$ cat src/rtl/pt_walker.sv
module pt_walker #(
  parameter int IDX_W = 10,
  parameter int OFF_W = 12,
  parameter int AW    = 32,
  parameter int LEN_W = IDX_W + 1
) (
  input  logic             clk,
  input  logic             rst_n,
  input  logic             req_valid,
  output logic             req_ready,
  input  logic [AW-1:0]    req_vaddr,
  output logic             rsp_valid,
  output logic             rsp_fault,
  output logic [1:0]       rsp_code,
  output logic [AW-1:0]    rsp_paddr,
  input  logic [AW-1:0]    cfg_root,
  input  logic [LEN_W-1:0] cfg_len,
  output logic             mem_req_valid,
  output logic [AW-1:0]    mem_req_addr,
  input  logic             mem_rsp_valid,
  input  logic [AW-1:0]    mem_rsp_data
);
  localparam int PG_W = AW - OFF_W;
  localparam int PAD  = AW - IDX_W - 2;
  localparam logic [1:0] C_OK = 2'd0, C_LEN = 2'd1, C_ROOT = 2'd2, C_LEAF = 2'd3;

  typedef enum logic [2:0] {S_IDLE, S_RD_ROOT, S_WT_ROOT, S_RD_LEAF, S_WT_LEAF, S_DONE, S_FAULT} st_t;

  st_t              st;
  logic [AW-1:0]    va_q, addr_q;
  logic [PG_W-1:0]  frame_q;
  logic [1:0]       code_q;

  wire [IDX_W-1:0] hi_in  = req_vaddr[AW-1 -: IDX_W];
  wire [IDX_W-1:0] lo_idx = va_q[OFF_W +: IDX_W];
  wire             pte_ok = mem_rsp_data[0];
  wire [PG_W-1:0]  pte_pg = mem_rsp_data[AW-1:OFF_W];
  wire             unused_bits = ^mem_rsp_data[OFF_W-1:1];

  always_ff @(posedge clk or negedge rst_n) begin
    if (!rst_n) begin
      st      <= S_IDLE;
      va_q    <= '0;
      addr_q  <= '0;
      frame_q <= '0;
      code_q  <= C_OK;
    end else begin
      case (st)
        S_IDLE: if (req_valid) begin
          va_q <= req_vaddr;
          if ({1'b0, hi_in} >= cfg_len) begin
            code_q <= C_LEN;
            st     <= S_FAULT;
          end else begin
            code_q <= C_OK;
            addr_q <= cfg_root + {{PAD{1'b0}}, hi_in, 2'b00};
            st     <= S_RD_ROOT;
          end
        end
        S_RD_ROOT: st <= S_WT_ROOT;
        S_WT_ROOT: if (mem_rsp_valid) begin
          if (!pte_ok) begin
            code_q <= C_ROOT;
            st     <= S_FAULT;
          end else begin
            addr_q <= {pte_pg, {OFF_W{1'b0}}} + {{PAD{1'b0}}, lo_idx, 2'b00};
            st     <= S_RD_LEAF;
          end
        end
        S_RD_LEAF: st <= S_WT_LEAF;
        S_WT_LEAF: if (mem_rsp_valid) begin
          if (!pte_ok) begin
            code_q <= C_LEAF;
            st     <= S_FAULT;
          end else begin
            frame_q <= pte_pg;
            st      <= S_DONE;
          end
        end
        default: st <= S_IDLE;
      endcase
    end
  end

  assign req_ready     = (st == S_IDLE);
  assign mem_req_valid = (st == S_RD_ROOT) || (st == S_RD_LEAF);
  assign mem_req_addr  = addr_q;
  assign rsp_valid     = (st == S_DONE) || (st == S_FAULT);
  assign rsp_fault     = (st == S_FAULT);
  assign rsp_code      = code_q;
  assign rsp_paddr     = (st == S_DONE) ? {frame_q, va_q[OFF_W-1:0]} : '0;
endmodule


$ cat config.mk
export PLATFORM = sky130hd
export DESIGN_NAME = pt_walker
export DESIGN_NICKNAME = d
export VERILOG_FILES = /design/src/rtl/pt_walker.sv
export SDC_FILE = /design/constraint.sdc
export NUM_CORES = 1
export LEC_CHECK = 0
export CORE_MARGIN = 1.5
export CORE_UTILIZATION = 48
export DETAILED_ROUTE_END_ITERATION = 8
export PLACE_DENSITY = 0.95
export SYNTH_ARGS = -nofsm -noshare
export SYNTH_HDL_FRONTEND = slang
export SYNTH_SLANG_ARGS = --single-unit
$ cat constraint.sdc
create_clock -name clk -period 3.25 [get_ports clk]
set_input_delay 0.975 -clock clk [delete_from_list [all_inputs] [get_ports clk]]
set_output_delay 0.975 -clock clk [all_outputs]
set_load 0.02 [all_outputs]
======== Word-level counts from Yosys, hierarchy flattened ========
Cells that the tools add are included.
operators by class
  add/sub/neg operators ................... 2
  magnitude comparators ................... 1
  eq/ne operators ......................... 13
  muxes and demuxes ....................... 20
  reductions and logical operators ........ 10
operators with widths
  cell                number
  $mux 32             5
  $add 32x12->32      2
  $pmux 32 s2         1
  $mux 3              5
  $pmux 3 s5          1
  $ne 2x2->1 const B  7
  $mux 2              6
  $ge 10x11->1        1
  $eq 3x3->1 const B  3
  $eq 3x2->1 const B  2
  $pmux 2 s3          1
  $reduce_and 3->1    2
  $reduce_and 6->1    1
  $reduce_and 5->1    1
  $eq 3x1->1 const B  1
  $logic_not 3->1     1
  $reduce_bool 3->1   1
  $logic_or 1x1->1    2
  $reduce_and 2->1    1
  $reduce_bool 2->1   1
  $mux 1              1
word-level totals
  flip-flop bits (word level) ............. 79
  bits of input ports ..................... 111
  output and inout bits ................... 70
  word-level logic and storage cells ...... 51

======== Depth between registers and ports, before layout ========
  word-level depth ........................ 4
  gate-level depth with buffers ........... 11

======== Least setup slack after synthesis ========
Ideal clock, no wire load.
  path type ............................... input to register
  start ................................... in req_vaddr[22]
  end ..................................... reg addr_q[22] (netlist: mem_req_addr[22])
  library setup time ...................... 0.122 ns
  data arrival time ....................... 2.880 ns
  setup slack ............................. 0.249 ns
  cell stages on the path ................. 9
  buffers on the path ..................... 0
  cell sequence ........................... ha_1 -> fa_1 -> a211oi_1 -> or4b_4 -> a31oi_4 -> nand4_4 -> nor2_1 -> or3_1 -> a32o_1
between the ends
  longest elaborated chain between the ends .. 4
  elaborated cells on any way between the ends .. 7
ends and longest elaborated chain
  what                    RTL line  source
  start: declaration      11        input logic [AW-1:0] req_vaddr,
  $add 32x12->32          56        addr_q <= cfg_root + {{PAD{1'b0}}, hi_in, 2'b00};
  $mux 32                 51        if ({1'b0, hi_in} >= cfg_len) begin
  $mux 32                 49        S_IDLE: if (req_valid) begin
  $pmux 32 s2             48        case (st)
  end signal: assignment  56
  end signal: assignment  66        addr_q <= {pte_pg, {OFF_W{1'b0}}} + {{PAD{1'b0}}, lo_idx, 2'b00};
  end: declaration        30        logic [AW-1:0] va_q, addr_q;
Several ways; a longest one is shown, not always the timed one. The select of a mux whose other input is x is not followed.
A chain may end at the register's enable or synchronous reset.

======== Worst setup path in the final report ========
  start ................................... in req_vaddr[26]
  end ..................................... reg addr_q[30] (netlist: mem_req_addr[30])
The elaborated chain is that of the path after synthesis.

==> impl_results.md <==
- N_diodes: 0
- PwrDens: around 700 nW/um^2
- Final WL: 14000 um
- Combinational Power Share: approximately 51%
- Routed len/inst: 16.6 um
- Reg2reg setup slack: 1030 ps
- Syn avg cell area: 9.59 um^2
- Post-synth cell types: 49
- Met2 routed WL: 7210 um
- Sw Share: 38.2%
- Routed vias: 4535
- Crit-path max FO: 5
- Tcrit/Tclk final: 96.3%
- RSZ-0062 raised after global routing: false
- Final Hold Fails: 0
- CP Cell Sequence: clkdlybuf4s50_1 -> ha_1 -> o21ai_0 -> or4b_4 -> a31oi_4 -> buf_6 -> nand4_1 -> xnor2_1 -> mux2i_1 -> o21ai_1
- Crit. End Element: flip-flop
- Final Net Count: approximately 830
- Synth Warn #: 0
- Starting Density: 48.9%
- FFs w/ async S/R, synth: 100%
- Largest net degree at the start of global routing: 80
- Met3 wire length: around 880 um
- Final Critical Period: 3130 ps
- Multi-input logic area: 2640 um^2
- Clock skew: 14.7 ps
- Sequential area share after synthesis: 41.7%
- Vias in the first global route: 4657
- Die width: around 100 um
- Layout cells sized above 1: a little under a fifth
- CTS tree: built
- All-Layer GR Usage: 27.1%
- Flop pwr share: 34.4%
- Slowest stage cell on the critical path: or4b_4
- Post-DP HPWL: approximately 11000 um
- Worst hold-check path type: reg2reg
- Root buf cell: clkbuf_8
- Routability congestion estimate from global placement: 0.933
- Clock transition at the registers of the reported paths: around 90 ps
- Outcome: completed
- Cells after Synth: 494
- Yosys top cell by area: dfrtp_1
- Top-count cell post-synth: dfrtp_1
- Compound-Gate Fraction of Synth Area: 13.6%
- Leak pwr: around 3.1 nW
- Total CTS buffers: 9
- GRT overflow: 0
- FF/Latch Area: 1980 um^2
- Initial antenna violation count: 0
- Hold_buf cts: 0
- Via density: 5.41
- Post-Syn Area: between 4000 and 5000 um^2
- H-tree depth: 3
- Vert. Die Dim: slightly above 100 um
- Post-synth EDFFs: 0
- Critical Path AT: 3420 ps
- Top layer in use: met4
- Adder-Cell Fraction of Synth Area: 5.70%
- Largest family of logic cells by synthesized area: simple AND/OR/NAND/NOR gates
- Clk sinks: 79
- Hold Slack: 493 ps
- I/O pins: about 180
- Top area cells in the synthesized netlist: dfrtp_1 (42%), mux2_2 (10%), ha_1 (5.3%)
- Core area: approximately 9700 um^2
- Dominant synthesized flop cell: dfrtp_1
- Post-DRT Antenna Nets: 0
- Maximum vdd drop: 0.000466 V
- XOR/XNOR Fraction of Synth Area: 4.07%
- Cells after DPL: ~820
- DRC: 0
- Switch Pwr: 0.00191 W
- Fillcell total: 702
- Post-Synth Simple-Gate Area: 19.0%
- Final std cells w/o fill: between 800 and 900
- Die ar.: 10500 um^2
- M1 WL: 5580 um
- Syn nets: about 630
- Synthesis-to-layout area growth: 50.6%
- Max Buffers Root-to-Sink: 2
- FMAX: 319 MHz
- Mux contribution to synthesized area: 12.1%
- Drt first pass iters: 5
- WS Path Type: in2reg
- #FFs+latches synth: 79
- Post-synth top area share: 41.7%
- PortBufs: around 170
- Top cells by count, synth: dfrtp_1 (79), nand2_1 (58), mux2_2 (42)
- Clock latency at the later pin of the worst-skew pair: between 300 and 400 ps
- Worst-Margin Slew: 988 ps
- Row count: 36
- Final-report max-slew violation count: 0
- Power Internal: 0.00309 W
- Max Cap Viol: 0
- CP required: 3530 ps
- Clock network fraction of total power: 15.0%
- Slowest stage delay, CP: 570 ps
- Startpoint types: primary input
- First-pass GRT wire length: 22000 um
- DR iter-0 viols: 241
- Relative slew margins: between 30% and 40%
- Final setup viols: 0
cell type report:
type | instances | share of cell area, %
multi-input combinational | 371 | 36.9
timing repair buffer | 221 | 29.3
sequential | 79 | 27.7
tap | 133 | 2.33
clock buffer | 11 | 1.98
inverter | 19 | 0.999
clock inverter | 5 | 0.806
stage by stage:
step	util [%]	TNS (ps)	power, W	worst slack, ps	cell area (um^2)
after CTS	73.4	0	0.00501	6.34	7100
final	73.7	0	0.00499	119	7140
after floorplan	-	0	0.00310	249	4740
after detailed placement	71.2	-5250	0.00425	-447	6900
after global placement	71.2	-3100	0.00412	-323	6900
after global routing	73.7	0	0.00532	0.426	7140
repair_timing:
action                     CTS  global route
pin swaps                    1             7
setup endpoints to repair    3             9
buffers inserted             0             1
resized for setup            4             7
power groups by stage:
stage	Sequential (W)	Combinational, W	Clock, W
2_1_floorplan	0.00191	0.00119	0
3_3_place_gp	0.00170	0.00242	0
3_5_place_dp	0.00174	0.00251	0
4_1_cts	0.00172	0.00253	0.000765
5_1_grt	0.00178	0.00273	0.000806
6_report	0.00172	0.00253	0.000747
state kept, by name, indices dropped and copies added (netlist names):
name	count
st	3
mem_req_addr	32
rsp_code	2
frame_q	20
va_q	22
final timing paths:
kind / start / endpoint / cells past startpoint
worst max-delay path: req_vaddr[26] / mem_req_addr[30] / 10
worst min-delay path: mem_req_addr[21] / mem_req_addr[21] / 1
worst max register to register: st[1] / mem_req_addr[21] / 6
worst min register to register: mem_req_addr[21] / mem_req_addr[21] / 1
max in group asynchronous: rst_n / mem_req_addr[8] / 1
min in group asynchronous: rst_n / frame_q[13] / 1
critical path: cells and delay by family:
| kind | cells | cell delay, ps |
|---|---|---|
| xor gates and xnor gates | 1 | 200 |
| AOI/OAI and AO/OA | 3 | 550 |
| and+or+nand+nor | 2 | 670 |
| buffers and inverters | 2 | 600 |
| adders and majority gates | 1 | 310 |
| muxes | 1 | 90 |
per-layer routing:
layer	up-vias	global-route usage, %
met3	26	6.16
li1	2161	-
met2	184	49.8
met4	0	8.96
met5	-	0
met1	2164	31.1
logic make-up after synthesis:
group           count (synthesis)
mux                            52
compound gates                101
buf+inv                        44
fa+ha+maj                      21
flops                          79
simple gates                  175
xor+xnor                       22
placed cells by master (no fill, tap or decap), drive strengths merged, types with 3 or more instances in the layout:
cell type,Yosys,final
clkinv,2,3
nor3,9,9
a21o,7,7
o211ai,6,6
clkdlybuf4s50,0,166
nand2,58,58
xor2,5,5
dfrtp,79,79
and2,34,34
clkbuf,17,11
ha,20,20
buf,8,53
a2111oi,3,3
nand4,16,16
a31oi,4,4
or2,3,3
a21oi,30,30
nor2,25,25
and3,7,7
nand3,9,9
mux2i,10,10
mux2,42,42
xnor2,17,17
nand2b,6,6
inv,17,17
o221ai,5,5
clkinvlp,0,3
o21ai,34,34
Note: power is estimated with default switching activity, not from simulation.
